### src/rtl/bwa_pkg.sv
package bwa_pkg;
  localparam int unsigned BYTE_W = 8;
  localparam int unsigned SYNC_STAGES = 2;

  typedef enum logic {
    HIGH_FIRST = 1'b0,
    LOW_FIRST  = 1'b1
  } order_e;
endpackage

### src/rtl/bwa_sync.sv
module bwa_sync #(
  parameter int unsigned WIDTH  = 1,
  parameter int unsigned STAGES = 2
) (
  input  logic             clk,
  input  logic [WIDTH-1:0] async_i,
  output logic [WIDTH-1:0] sync_o
);
  logic [WIDTH-1:0] chain [STAGES];

  always_ff @(posedge clk) chain[0] <= async_i;

  generate
    for (genvar s = 1; s < STAGES; s++) begin : g_stage
      always_ff @(posedge clk) chain[s] <= chain[s-1];
    end
  endgenerate

  assign sync_o = chain[STAGES-1];
endmodule

### src/rtl/bwa_edge.sv
module bwa_edge (
  input  logic clk,
  input  logic level_i,
  output logic rise_o,
  output logic fall_o
);
  logic prev_q;

  always_ff @(posedge clk) prev_q <= level_i;

  assign rise_o = level_i & ~prev_q;
  assign fall_o = ~level_i & prev_q;
endmodule

### src/rtl/bwa_capture.sv
module bwa_capture
  import bwa_pkg::*;
#(
  parameter int unsigned BW = 8,
  localparam int unsigned WW = 2 * BW
) (
  input  logic          clk,
  input  logic          rst,
  input  logic          rise_i,
  input  logic          fall_i,
  input  logic [BW-1:0] byte_i,
  input  logic          order_i,
  input  logic          clip_i,
  output logic [WW-1:0] word_o,
  output logic          clip_o,
  output logic          valid_o
);
  order_e        order_q;
  logic [BW-1:0] stage_q;
  logic          stage_clip_q;
  logic          armed_q;

  always_ff @(posedge clk) begin
    if (rst) begin
      order_q      <= HIGH_FIRST;
      stage_q      <= '0;
      stage_clip_q <= 1'b0;
      armed_q      <= 1'b0;
      word_o       <= '0;
      clip_o       <= 1'b0;
      valid_o      <= 1'b0;
    end else begin
      valid_o <= 1'b0;
      if (rise_i) begin
        stage_q <= byte_i;
        order_q <= order_e'(order_i);
        armed_q <= 1'b1;
        if (order_e'(order_i) == HIGH_FIRST) stage_clip_q <= clip_i;
      end else if (fall_i && armed_q) begin
        armed_q <= 1'b0;
        valid_o <= 1'b1;
        if (order_q == HIGH_FIRST) begin
          word_o <= {stage_q, byte_i};
          clip_o <= stage_clip_q;
        end else begin
          word_o <= {byte_i, stage_q};
          clip_o <= clip_i;
        end
      end
    end
  end
endmodule

### src/rtl/byte_word_assembler.sv
module byte_word_assembler
  import bwa_pkg::*;
#(
  parameter int unsigned BYTE_WIDTH = bwa_pkg::BYTE_W,
  parameter int unsigned SYNC_DEPTH = bwa_pkg::SYNC_STAGES,
  localparam int unsigned BUS_W  = BYTE_WIDTH + 3,
  localparam int unsigned WORD_W = 2 * BYTE_WIDTH
) (
  input  logic                  clk,
  input  logic                  rst,
  input  logic                  strobe_in,
  input  logic [BYTE_WIDTH-1:0] byte_in,
  input  logic                  order_in,
  input  logic                  clip_in,
  output logic [WORD_W-1:0]     word_out,
  output logic                  clip_out,
  output logic                  word_valid
);
  logic [BUS_W-1:0]      raw_bus, sync_bus;
  logic                  s_strobe, s_order, s_clip;
  logic [BYTE_WIDTH-1:0] s_byte;
  logic                  rise, fall;

  assign raw_bus = {strobe_in, order_in, clip_in, byte_in};
  assign {s_strobe, s_order, s_clip, s_byte} = sync_bus;

  bwa_sync #(.WIDTH(BUS_W), .STAGES(SYNC_DEPTH)) u_sync (
    .clk    (clk),
    .async_i(raw_bus),
    .sync_o (sync_bus)
  );

  bwa_edge u_edge (
    .clk    (clk),
    .level_i(s_strobe),
    .rise_o (rise),
    .fall_o (fall)
  );

  bwa_capture #(.BW(BYTE_WIDTH)) u_capture (
    .clk    (clk),
    .rst    (rst),
    .rise_i (rise),
    .fall_i (fall),
    .byte_i (s_byte),
    .order_i(s_order),
    .clip_i (s_clip),
    .word_o (word_out),
    .clip_o (clip_out),
    .valid_o(word_valid)
  );
endmodule

### config.mk
export PLATFORM = sky130hd
export DESIGN_NAME = byte_word_assembler
export DESIGN_NICKNAME = d
export VERILOG_FILES = /design/src/rtl/bwa_pkg.sv /design/src/rtl/bwa_sync.sv /design/src/rtl/bwa_edge.sv /design/src/rtl/bwa_capture.sv /design/src/rtl/byte_word_assembler.sv
export SDC_FILE = /design/constraint.sdc
export NUM_CORES = 1
export LEC_CHECK = 0
export BUFFER_PORTS_ARGS = -buffer_cell sky130_fd_sc_hd__buf_4
export CAP_MARGIN = 10
export CELL_PAD_IN_SITES_DETAIL_PLACEMENT = 0
export CELL_PAD_IN_SITES_GLOBAL_PLACEMENT = 1
export CORE_ASPECT_RATIO = 0.6
export CORE_MARGIN = 4
export CORE_UTILIZATION = 32
export DETAILED_ROUTE_END_ITERATION = 7
export PLACE_DENSITY_LB_ADDON = 0.08
export SETUP_SLACK_MARGIN = 0.02
export SKIP_CTS_REPAIR_TIMING = 1
export SLEW_MARGIN = 5
export SYNTH_ARGS = -nofsm -noshare
export SYNTH_HDL_FRONTEND = slang
export SYNTH_SLANG_ARGS = --single-unit
### constraint.sdc
create_clock -name clk -period 1.1 [get_ports clk]
set_input_delay 0.11 -clock clk [delete_from_list [all_inputs] [get_ports clk]]
set_output_delay 0.11 -clock clk [all_outputs]
set_load 0.05 [all_outputs]
# Word-level counts from Yosys, hierarchy flattened
# Memory sizes are Yosys's and may differ from the RTL's.
# Index checks and enable logic that the tools add are counted.
# op_classes
add_sub_neg,0
n_mul,0
div_mod_pow,0
magnitude_cmp,0
n_eq_ne,0
shifts,0
mux,5
bitwise_logic,6
reduce_logical,5
# ops
operator,count
$mux W16,1
$mux W1,4
$not A1 Y1,4
$reduce_and A2 Y1,2
$and A1 B1 Y1,2
$reduce_bool A2 Y1,1
$reduce_or A2 Y1,1
$logic_and A1 B1 Y1,1
# word_totals
ff_bits,30
latchBits,0
ram_bits,22
rom_bits,0
input_bits,13
output_inout_bits,18
word_cells,25
memories,1
# memory_table
name,words,width,read_ports,rd_ports_with_merged_regs,write_ports,line,rtl
u_sync.chain,2,11,2,0,2,bwa_sync.sv:9,logic [WIDTH-1:0] chain [STAGES];

# Logic depth before layout (Yosys ltp)
# Gate-level depths: netlist (run 1).
# logic_depth
word_depth,5
ltp_mapped,5
depth_no_buf,3

# Modules after synthesis
# From an unflattened synthesis (run 1), not the netlist that was laid out.
# unflattened
cells_unflattened,152
hier_area_um2,1830.5
# modules_own_cells
module,instances,cells_each,area_per_inst_um2,seq_area_each_um2
bwa_capture,1,116,1272.5,580.6
bwa_sync,1,33,523.0,440.4
bwa_edge,1,3,35.0,20.0

# Worst setup path before layout (run 1)
# No wires, ideal clock.
# synth_path
path_type,flip-flop to flip-flop
start,mem u_sync.chain[0][21] (netlist bit)
end,reg u_capture.word_o[13]
setup_time_ns,0.081
t_arrival_ns,0.988
t_required_ns,1.019
slack_ns,0.031
stages_incl_launch_ff,6
path_buffers,2
period_less_slack_ns,1.069
path_cell_list,dfxtp_1 and3b_1 buf_6 buf_6 nor2_1 a211oi_2
# synth_lines
item,line,rtl
"start, declared",bwa_sync.sv:9,
"end signal, assigned",bwa_capture.sv:43,"word_o <= {stage_q, byte_i};"
"end signal, assigned",bwa_capture.sv:46,"word_o <= {byte_i, stage_q};"
"end, declared",bwa_capture.sv:14,"output logic [WW-1:0] word_o,"

==> run_results.csv, run 1 <==
group,metric,value,unit
timing,rsz0062_at_grt,"true",
setup_path,critical_path.slowest_cell,"sky130_fd_sc_hd__dfxtp_2",
power_and_ir_drop,power.share.switching,24.43,%
hold_path,timing.hold.worst.class,"in2reg",
die,die_w,102.6,um
synthesis,post_synth_num_cell_types,17,
setup_path,critPathMaxFanout,9,
placed_design,place_hpwl,2233,um
detailed_routing,vias_per_cell,4.472,
power_and_ir_drop,switchingPower,0.8521,mW
die,dieArea,6643,um^2
timing,report.final.hold_viol_count,0,
synthesis,synth_seq_area_share,60.60,%
finish,finalCoreUtilization,44.10,%
cts,worst_setup_hold_path_clk_slew,0.09,ns
setup_path,crit_chain,"and3b_2 > buf_4 > buf_4 > a211oi_2",
power_and_ir_drop,power.share.clock,31.8,%
global_route,grt_start_max_net_pins,30,
global_route,groute.usage.overall,10.64,%
global_route,vias_in_the_first_global_route,1150,
detailed_routing,final_antenna_net_count,0,
flow_run,maxCapViolCount,0,
die,die_h,64.76,um
detailed_routing,detailroute.via_count,1185,
placed_design,dpl.cell_count,246,
setup_path,critPathArrivalTime,1.36,ns
setup_path,endpoint_kind,"flip-flop",
setup_path,max_stage_delay,0.35,ns
synthesis,syn-mean-instance-area,11.38,um^2
finish,mostFrequentLayoutCells,"sky130_fd_sc_hd__dfxtp_1 (50), sky130_fd_sc_hd__buf_4 (37), sky130_fd_sc_hd__nand2_1 (18)",
outcome,run_status,"finished, violations left",
timing,finalCritPeriodShare,103.6,%
synthesis,ys_seq_elements,52,
timing,timing.final.ws_setup,-0.03967,ns
placed_design,gp_congestion,0.6446,
power_and_ir_drop,ir_worst_vdd,454.3,uV
cts,cts_buffer_depth,2,
timing,max_slew.worst_pin.slew,0.3980,ns
global_route,grt_antenna_before_repair,0,
finish,finish.net_count,211,
timing,fin_skew,0.005202,ns
timing,slew-limit-headroom,73.47,%
detailed_routing,drt_iter0_markers,35,
cts,cts-htree-levels,2,
timing,slew_viol_final,0,
setup_path,critPathRequiredTime,1.32,ns
power_and_ir_drop,comb_power_share,10.4,%
detailed_routing,pre_antenna_drt_iters,4,
cts,ctsRootBufferMaster,"sky130_fd_sc_hd__clkbuf_8",
setup_path,crit_path_start_kind,"flip-flop",
power_and_ir_drop,leakage,0.8681,nW
finish,fillerInstances,491,
finish,syn_to_final_growth,31.68,%
setup_path,crit_buf_inv,2,
setup_path,worst_path_top_cell_family_by_delay,"flip-flops",
finish,instances_no_fill,265,
synthesis,post_synth_instance_area,1718,um^2
power_and_ir_drop,cellPowerDensity,1542,nW/um^2
cts,cts_sinks,52,
power_and_ir_drop,internal_power,2.636,mW
global_route,global_route.overflow_total,0,
timing,fmax,877.4,MHz
die,io-pin-count,31,
finish,drive_above_1_share,31.66,%
die,floorplan.initialDensity,33.49,%
synthesis,synth_nets,164,
timing,final.min_clock_period,1.140,ns
cts,numCtsBuffers,5,
finish,layout_commonest_cell,"sky130_fd_sc_hd__dfxtp_1",
die,row_count,20,
placed_design,port_buffers,30,
setup_path,crit_top_cell,"sky130_fd_sc_hd__buf_4",
synthesis,yosys_warnings,0,
detailed_routing,route.final.wire_length,3378,um
cts,clk_latency,0.30,ns
outcome,failed_checks,"setup timing",
detailed_routing,average_routed_wire_per_standard_cell,12.75,um
timing,setup_violations,6,
global_route,grt_pass1_wl,5395,um
cts,cts_tree,"yes",
detailed_routing,drc,0,
power_and_ir_drop,share_seq_of_total_power,57.7,%
die,core_area,5130,um^2
synthesis,netlist_instances,151,
finish,antenna-diode-count,0,
setup_path,setup.worst_path.class,"reg2reg",
## state kept, by name (all words and copies together) (netlist names)
register,flops
u_capture.armed_q,1
u_capture.clip_o,1
u_capture.order_q,1
u_capture.stage_clip_q,1
u_capture.stage_q,8
u_capture.valid_o,1
u_capture.word_o,16
u_edge.prev_q,1
u_sync.chain,22
## path summary, 6_finish.rpt
check | slack [ns] | depth (start not counted) | end | startpoint
worst max-delay path | -0.04 | 4 | u_capture.word_o[13]$_SDFFE_PP0P_ | u_sync.chain[0][21]$_DFF_P_
worst min-delay path | 0.22 | 2 | u_capture.valid_o$_SDFF_PP0_ | rst
worst max register to register | -0.04 | 4 | u_capture.word_o[13]$_SDFFE_PP0P_ | u_sync.chain[0][21]$_DFF_P_
worst min register to register | 0.33 | 0 | u_sync.chain[0][19]$_DFF_P_ | u_sync.chain[0][8]$_DFF_P_
## power groups by stage
stage | registers (mW) | logic, mW | clock network (mW)
after global placement | 2.05 | 0.331 | 0
after CTS | 2.01 | 0.338 | 1.15
final | 2.01 | 0.364 | 1.11
after floorplan | 2.11 | 0.154 | 0
after global routing | 2.03 | 0.393 | 1.24
after detailed placement | 2.06 | 0.337 | 0
## final cells by class
class | count | area [um^2] | share of cell area [%]
Sequential cell | 52 | 1044 | 46.13
Clock inverter | 2 | 10.01 | 0.4425
Multi-Input combinational cell | 87 | 591.8 | 26.16
Inverter | 1 | 3.754 | 0.1659
Tap cell | 66 | 82.58 | 3.650
Clock buffer | 6 | 82.58 | 3.650
Timing Repair Buffer | 51 | 447.9 | 19.80
## metal layers
metal / up-vias / part of all wire, % / global-route usage (%)
li1: 608 / - / -
met1: 546 / 48 / 14.13
met2: 27 / 46 / 16.00
met3: 4 / 5.4 / 3.656
met4: 0 / 0.50 / 3.764
met5: - / 0 / 0
## cells by family (layout without fill, tap and decap cells)
logic type | count (synthesis) | after routing | share of synthesized area [%]
flops | 52 | 52 | 60.60
simple gates | 40 | 40 | 9.760
compound gates | 30 | 30 | 14.71
mux | 17 | 17 | 9.905
buf+inv | 12 | 60 | 5.025
## through the flow
| step | hold WS (ns) | area, um^2 | TNS, ns | total power [mW] | setup slack, ns |
|---|---|---|---|---|---|
| after floorplan | 0.1377 | 1718 | 0 | 2.268 | 0.03088 |
| after global placement | 0.2143 | 2056 | -0.004864 | 2.385 | -0.004864 |
| after detailed placement | 0.2165 | 2056 | -0.3839 | 2.395 | -0.04294 |
| after CTS | -0.1046 | 2148 | -0.9059 | 3.501 | -0.07335 |
| after global routing | 0.2281 | 2262 | -1.515 | 3.661 | -0.1048 |
| final | 0.2207 | 2262 | -0.1201 | 3.488 | -0.03967 |
## cell usage after synthesis (all sizes together)
master,count,area (um^2)
a211oi,17,187.7
a21oi,11,55.05
and3b,1,8.760
buf,9,75.06
clkbuf,2,7.510
dfxtp,52,1041
inv,1,3.750
mux2i,17,170.2
nand2,18,67.56
nand3b,1,7.510
nor2,17,63.81
nor2b,2,12.51
o21ai,2,10.01
or2b,1,7.510
## worst register-to-register path: stages (launching register included)
cell and delay, ns:
sky130_fd_sc_hd__dfxtp_2 0.35, sky130_fd_sc_hd__and3b_2 0.23, sky130_fd_sc_hd__buf_4 0.17, sky130_fd_sc_hd__buf_4 0.14
sky130_fd_sc_hd__a211oi_2 0.17
Power figures use the tool's default switching activity.
==> run 2: changes to the inputs <==
Settings changed: SYNTH_HIERARCHICAL set to 1.
==> run 2 against run 1 <==
Die area is 5.9% higher. Largest power group unchanged. Cell area grew 7.3%. Clock power grew 15%. The flow still finishes with violations (setup timing).
==> run_results.csv, run 2 <==
group,metric,value,unit
outcome,run_status,"finished, violations left",
outcome,failed_checks,"setup timing",
cts,cts_buffer_depth,2,
finish,register_area,1044,um^2
cts,cts-htree-levels,2,
setup_path,max_stage_delay,0.34,ns
placed_design,post-place-ws,-0.1718,ns
die,die_w,105.6,um
synthesis,post_synth_num_cell_types,13,
setup_path,critPathRequiredTime,1.32,ns
die,floorplan.initialDensity,33.02,%
placed_design,port_buffers,30,
finish,registers.top_by_ff_count,"u_sync/chain",
synthesis,share_of_synthesized_flip_flops_with_an_asynchronous_set_or_reset,0,%
detailed_routing,pre_antenna_drt_iters,4,
global_route,grt_pass1_wl,5347,um
timing,timing.final.ws_setup,-0.1901,ns
setup_path,crit_path_start_kind,"flip-flop",
synthesis,yosys_warnings,6,
detailed_routing,drt_iter0_markers,51,
timing,slew-limit-headroom,72.36,%
finish,syn_to_final_growth,32.60,%
hold_path,timing.hold.worst.class,"in2reg",
finish,drive_above_1_share,45.74,%
setup_path,endpoint_kind,"flip-flop",
setup_path,critPathArrivalTime,1.51,ns
timing,fin_skew,0.004175,ns
detailed_routing,final_antenna_net_count,0,
placed_design,dpl.cell_count,246,
global_route,vias_in_the_first_global_route,1067,
placed_design,place_hpwl,2107,um
finish,finish.net_count,200,
flow_run,maxCapViolCount,0,
power_and_ir_drop,leakage,0.9272,nW
setup_path,crit_chain,"and2b_2 > and3b_2 > buf_12 > nor2_1 > a211oi_2",
timing,max_slew.worst_pin.slew,0.4146,ns
synthesis,yosys_most_used_dff,"sky130_fd_sc_hd__dfxtp_1",
cts,numCtsBuffers,5,
setup_path,worst_r2r_path_depth,5,
cts,ctsRootBufferMaster,"sky130_fd_sc_hd__clkbuf_8",
placed_design,gp_congestion,0.6311,
power_and_ir_drop,totalPowerFinal,3.678,mW
power_and_ir_drop,cellPowerDensity,1515,nW/um^2
setup_path,critical_path.slowest_cell,"sky130_fd_sc_hd__dfxtp_2",
synthesis,post_synth_instance_area,1831,um^2
synthesis,ys_seq_elements,52,
synthesis,most_used_standard_cells_in_the_synthesized_netlist,"sky130_fd_sc_hd__dfxtp_1 (52), sky130_fd_sc_hd__nor2_1 (28), sky130_fd_sc_hd__mux2i_1 (27)",
cts,cts_sinks,52,
die,dieArea,7034,um^2
timing,hold-worst-slack,0.2214,ns
die,row_count,21,
synthesis,syn-mean-instance-area,12.04,um^2
setup_path,worst_setup_path_startpoint,"u_sync/chain[0][21]$_DFF_P_",
synthesis,post-synth-top-area-cell,"sky130_fd_sc_hd__dfxtp_1",
detailed_routing,drc,0,
finish,instances_no_fill,268,
global_route,global_route.overflow_total,0,
synthesis,synth_seq_area_share,56.87,%
synthesis,synthDominantCellAreaShare,56.87,%
die,core_area,5544,um^2
finish,finalCoreUtilization,43.78,%
detailed_routing,average_routed_wire_per_standard_cell,12.33,um
power_and_ir_drop,ir_worst_vdd,663.7,uV
synthesis,synthMuxAreaShare,14.76,%
die,io-pin-count,31,
detailed_routing,detailroute.via_count,1100,
global_route,groute.usage.overall,9.867,%
finish,reg.largest.list,"u_sync/chain x22, u_capture/word_o x16, u_capture/stage_q x8",
synthesis,synth_top_family_by_area,"multiplexers",
cts,cts_tree,"yes",
timing,rsz0062_at_grt,"true",
detailed_routing,vias_per_cell,4.104,
synthesis,synth_enable_flop_cells,0,
cts,clk_latency,0.29,ns
synthesis,synth_fa_ha_area_share,0,%
finish,fillerInstances,529,
finish,largest_reg_flops,22,
cts,worst_setup_hold_path_clk_slew,0.09,ns
hold_path,min_path_cells,2,
synthesis,netlist_instances,152,
timing,slew_viol_final,0,
die,die_h,66.59,um
finish,layout_commonest_cell,"sky130_fd_sc_hd__dfxtp_1",
finish,multi_input_comb_area,705.7,um^2
timing,finalCritPeriodShare,117.3,%
synthesis,yosys.area_share.simple,7.724,%
setup_path,setup.worst_path.class,"reg2reg",
timing,final.min_clock_period,1.290,ns
detailed_routing,route.final.wire_length,3304,um
hold_path,hold_path.startpoint,"rst",
synthesis,area_fraction_in_compound_gates_after_synthesis,11.89,%
synthesis,most_frequently_used_cell_type_in_the_post_synthesis_netlist,"sky130_fd_sc_hd__dfxtp_1",
finish,antenna-diode-count,0,
global_route,grt_start_max_net_pins,30,
synthesis,synth_xor_xnor_area_share,0,%
timing,fmax,775.2,MHz
global_route,grt_antenna_before_repair,0,
timing,setup_violations,22,
finish,mostFrequentLayoutCells,"sky130_fd_sc_hd__dfxtp_1 (50), sky130_fd_sc_hd__buf_4 (33), sky130_fd_sc_hd__mux2i_1 (26)",
setup_path,critPathMaxFanout,19,
timing,report.final.hold_viol_count,0,
synthesis,synth_nets,165,
setup_path,startpoint_of_the_most_critical_register_to_register_path,"u_sync/chain[0][21]$_DFF_P_",
synthesis,synth_area_leaders,"sky130_fd_sc_hd__dfxtp_1 (57%), sky130_fd_sc_hd__mux2i_1 (15%), sky130_fd_sc_hd__a211oi_2 (12%)",
-- run 2: cell count changes in the layout (fill, tap and decap cells not counted), moves of 5 or more --
cell / before / now
sky130_fd_sc_hd__nand2_1: 18 / 0
sky130_fd_sc_hd__nor2_2: 0 / 11
sky130_fd_sc_hd__a211oi_1: 5 / 0
sky130_fd_sc_hd__mux2i_1: 17 / 26
sky130_fd_sc_hd__a21oi_1: 11 / 0
sky130_fd_sc_hd__a211oi_2: 12 / 17
-- run 2: path summary, 6_finish.rpt --
kind / slack (ns) / end
setup / recovery: -0.19 / u_capture/word_o[7]$_SDFFE_PP0P_
hold / removal: 0.22 / u_capture/stage_q[3]$_SDFFE_PP0P_
setup reg to reg: -0.19 / u_capture/word_o[7]$_SDFFE_PP0P_
hold reg to reg: 0.33 / u_sync/chain[0][12]$_DFF_P_
-- run 2: metal layers --
metal  up-vias  wire (um)  track usage (%)
met5         -          0                0
met4         0         26            3.393
met3         2        136            3.388
met2        18       1350            14.76
met1       510       1791            13.27
li1        570          -                -
-- run 2: kinds of logic after synthesis --
group / after synthesis
compound gates: 18
buf+inv: 22
flops: 52
mux: 27
simple gates: 33
-- run 2: per-stage QoR --
stage	setup TNS [ns]	instance area (um^2)
finish	-2.804	2427
global route	-4.152	2427
CTS	-3.688	2220
detailed placement	-2.819	2108
global placement	-1.882	2108
floorplan	-2.924	1881
-- run 2: power breakdown --
group	switching, mW	internal (mW)	total (mW)
Combinational	0.194	0.187	0.380
Sequential	0.0504	1.96	2.02
Clock	0.608	0.674	1.28
Total	0.853	2.82	3.68
-- run 2: area by class of cell --
| type | count | area share [%] |
|---|---|---|
| clock buffer | 5 | 2.835 |
| clock inverter | 3 | 1.753 |
| inverter | 1 | 0.1546 |
| multi-input combinational | 78 | 29.07 |
| sequential | 52 | 42.99 |
| tap | 80 | 4.124 |
| timing repair buffer | 49 | 19.07 |
-- run 2: worst max-delay path: cells and delay by family (launching register included) --
kind / cells / cell delay, ns
flip-flops: 1 / 0.34
AO/OA/AOI/OAI: 1 / 0.18
AND/OR/NAND/NOR: 3 / 0.51
buffers and inverters: 1 / 0.18
==> run 3: changes to the inputs <==
Settings changed: CTS_CLUSTER_SIZE set to 25, SETUP_SLACK_MARGIN 0.02 to 0.4.
==> run 3 against run 2 <==
The flow still finishes with violations (setup timing). Core utilization rose by 3.0 points. Sequential power barely moved. Cell area rose by 6.9%. Register-to-register slack barely moved. Largest cell class unchanged. Sequential cell count did not move.
==> run_results.csv, run 3 (synthesis results as in run 2) <==
group,metric,value,unit
outcome,run_status,"finished, violations left",
outcome,failed_checks,"setup timing",
global_route,vias_in_the_first_global_route,1028,
setup_path,endpoint_kind,"flip-flop",
cts,numCtsBuffers,5,
detailed_routing,route.final.wire_length,3436,um
finish,finalCoreUtilization,46.78,%
finish,reg.largest.list,"u_sync/chain x22, u_capture/word_o x16, u_capture/stage_q x8",
placed_design,place_area,2131,um^2
setup_path,critical_path_cell_count,5,
setup_path,worst_path_top_cell_family_by_delay,"simple AND/OR/NAND/NOR gates",
placed_design,port_buffers,30,
finish,largest_reg_flops,22,
detailed_routing,drt_iter0_markers,25,
detailed_routing,drc,0,
power_and_ir_drop,ir_worst_vdd,508.4,uV
cts,cts_tree,"yes",
timing,fin_skew,0.007334,ns
hold_path,timing.hold.worst.class,"in2reg",
cts,clk_latency,0.30,ns
die,die_h,66.59,um
setup_path,critPathRequiredTime,1.32,ns
timing,final.min_clock_period,1.287,ns
timing,report.final.hold_viol_count,0,
detailed_routing,vias_per_cell,4.089,
cts,cts-htree-levels,2,
flow_run,maxCapViolCount,0,
detailed_routing,pre_antenna_drt_iters,4,
global_route,grt_antenna_before_repair,0,
power_and_ir_drop,leakage,1.001,nW
hold_path,min_path_cells,2,
cts,cts_sinks,52,
global_route,global_route.overflow_total,0,
setup_path,crit_path_start_kind,"flip-flop",
die,io-pin-count,31,
timing,timing.final.ws_setup,-0.1870,ns
power_and_ir_drop,cellPowerDensity,1350,nW/um^2
detailed_routing,final_antenna_net_count,0,
setup_path,worst_r2r_path_depth,5,
finish,syn_to_final_growth,41.70,%
timing,finalCritPeriodShare,117.0,%
global_route,grt_start_max_net_pins,30,
die,row_count,21,
setup_path,critPathMaxFanout,15,
timing,rsz0062_at_grt,"true",
global_route,groute.usage.overall,9.592,%
die,core_area,5544,um^2
setup_path,max_stage_delay,0.34,ns
timing,slew-limit-headroom,71.95,%
die,floorplan.initialDensity,33.02,%
detailed_routing,detailroute.via_count,1145,
setup_path,setup.worst_path.class,"reg2reg",
finish,mostFrequentLayoutCells,"sky130_fd_sc_hd__dfxtp_1 (33), sky130_fd_sc_hd__buf_4 (28), sky130_fd_sc_hd__mux2i_1 (27)",
setup_path,critPathArrivalTime,1.50,ns
finish,final_cell_area,2594,um^2
setup_path,critical_path.slowest_cell,"sky130_fd_sc_hd__dfxtp_2",
finish,layout_commonest_cell,"sky130_fd_sc_hd__dfxtp_1",
detailed_routing,average_routed_wire_per_standard_cell,12.27,um
timing,slew_viol_final,0,
cts,cts_buffer_depth,2,
timing,hold-worst-slack,0.2121,ns
setup_path,crit_chain,"and2b_2 > and3b_2 > buf_12 > nor2_2 > a211oi_2",
die,die_w,105.6,um
finish,drive_above_1_share,57.00,%
die,dieArea,7034,um^2
timing,setup_violations,25,
cts,ctsRootBufferMaster,"sky130_fd_sc_hd__clkbuf_8",
placed_design,place_hpwl,2253,um
finish,antenna-diode-count,0,
finish,finish.net_count,212,
global_route,grt_pass1_wl,5202,um
cts,worst_setup_hold_path_clk_slew,0.10,ns
placed_design,gp_congestion,0.6694,
finish,registers.top_by_ff_count,"u_sync/chain",
timing,fmax,777.0,MHz
timing,max_slew.worst_pin.slew,0.4207,ns
setup_path,crit_buf_inv,1,
run 3: worst reg2reg max path: stages (launching register included):
cell                       delay (ns)
sky130_fd_sc_hd__dfxtp_2         0.34
sky130_fd_sc_hd__and2b_2         0.21
sky130_fd_sc_hd__and3b_2         0.25
sky130_fd_sc_hd__buf_12          0.16
sky130_fd_sc_hd__nor2_2          0.05
sky130_fd_sc_hd__a211oi_2        0.20
run 3: path summary, 6_finish.rpt:
| check | endpoint | startpoint | slack [ns] |
|---|---|---|---|
| worst max-delay path | u_capture/word_o[15]$_SDFFE_PP0P_ | u_sync/chain[0][21]$_DFF_P_ | -0.19 |
| worst min-delay path | u_capture/stage_q[7]$_SDFFE_PP0P_ | rst | 0.21 |
| worst max register to register | u_capture/word_o[15]$_SDFFE_PP0P_ | u_sync/chain[0][21]$_DFF_P_ | -0.19 |
| worst min register to register | u_sync/chain[0][12]$_DFF_P_ | u_sync/chain[0][1]$_DFF_P_ | 0.33 |
run 3: per-layer routing:
metal / up-vias / global-route usage (%) / share of wire, %
li1: 594 / - / -
met1: 528 / 12.68 / 50
met2: 21 / 14.60 / 45
met3: 2 / 3.291 / 4.5
met4: 0 / 3.393 / 0.90
met5: - / 0 / 0
run 3: report_power, final:
| part | internal (mW) | leakage (nW) | switching, mW | total (mW) |
|---|---|---|---|---|
| Sequential | 1.97 | 0.439 | 0.0514 | 2.02 |
| Combinational | 0.211 | 0.517 | 0.199 | 0.409 |
| Clock | 0.452 | 0.0445 | 0.623 | 1.07 |
run 3: per-stage QoR:
step	instances	total power, mW	setup TNS [ns]	setup WS, ns
after floorplan	152	2.306	-2.940	-0.1748
after global placement	247	2.378	-2.010	-0.1190
after detailed placement	247	2.385	-3.339	-0.1939
after CTS	255	3.452	-3.820	-0.2171
after global routing	280	3.662	-4.671	-0.2447
final	280	3.502	-2.855	-0.1870
run 3: cell type report:
class,instances,area (um^2)
Fill cell,502,2950
Sequential cell,52,1067
Tap cell,80,100.1
Clock inverter,3,21.27
Inverter,1,3.754
Clock buffer,5,68.82
Timing Repair Buffer,61,658.1
Multi-Input combinational cell,78,674.4
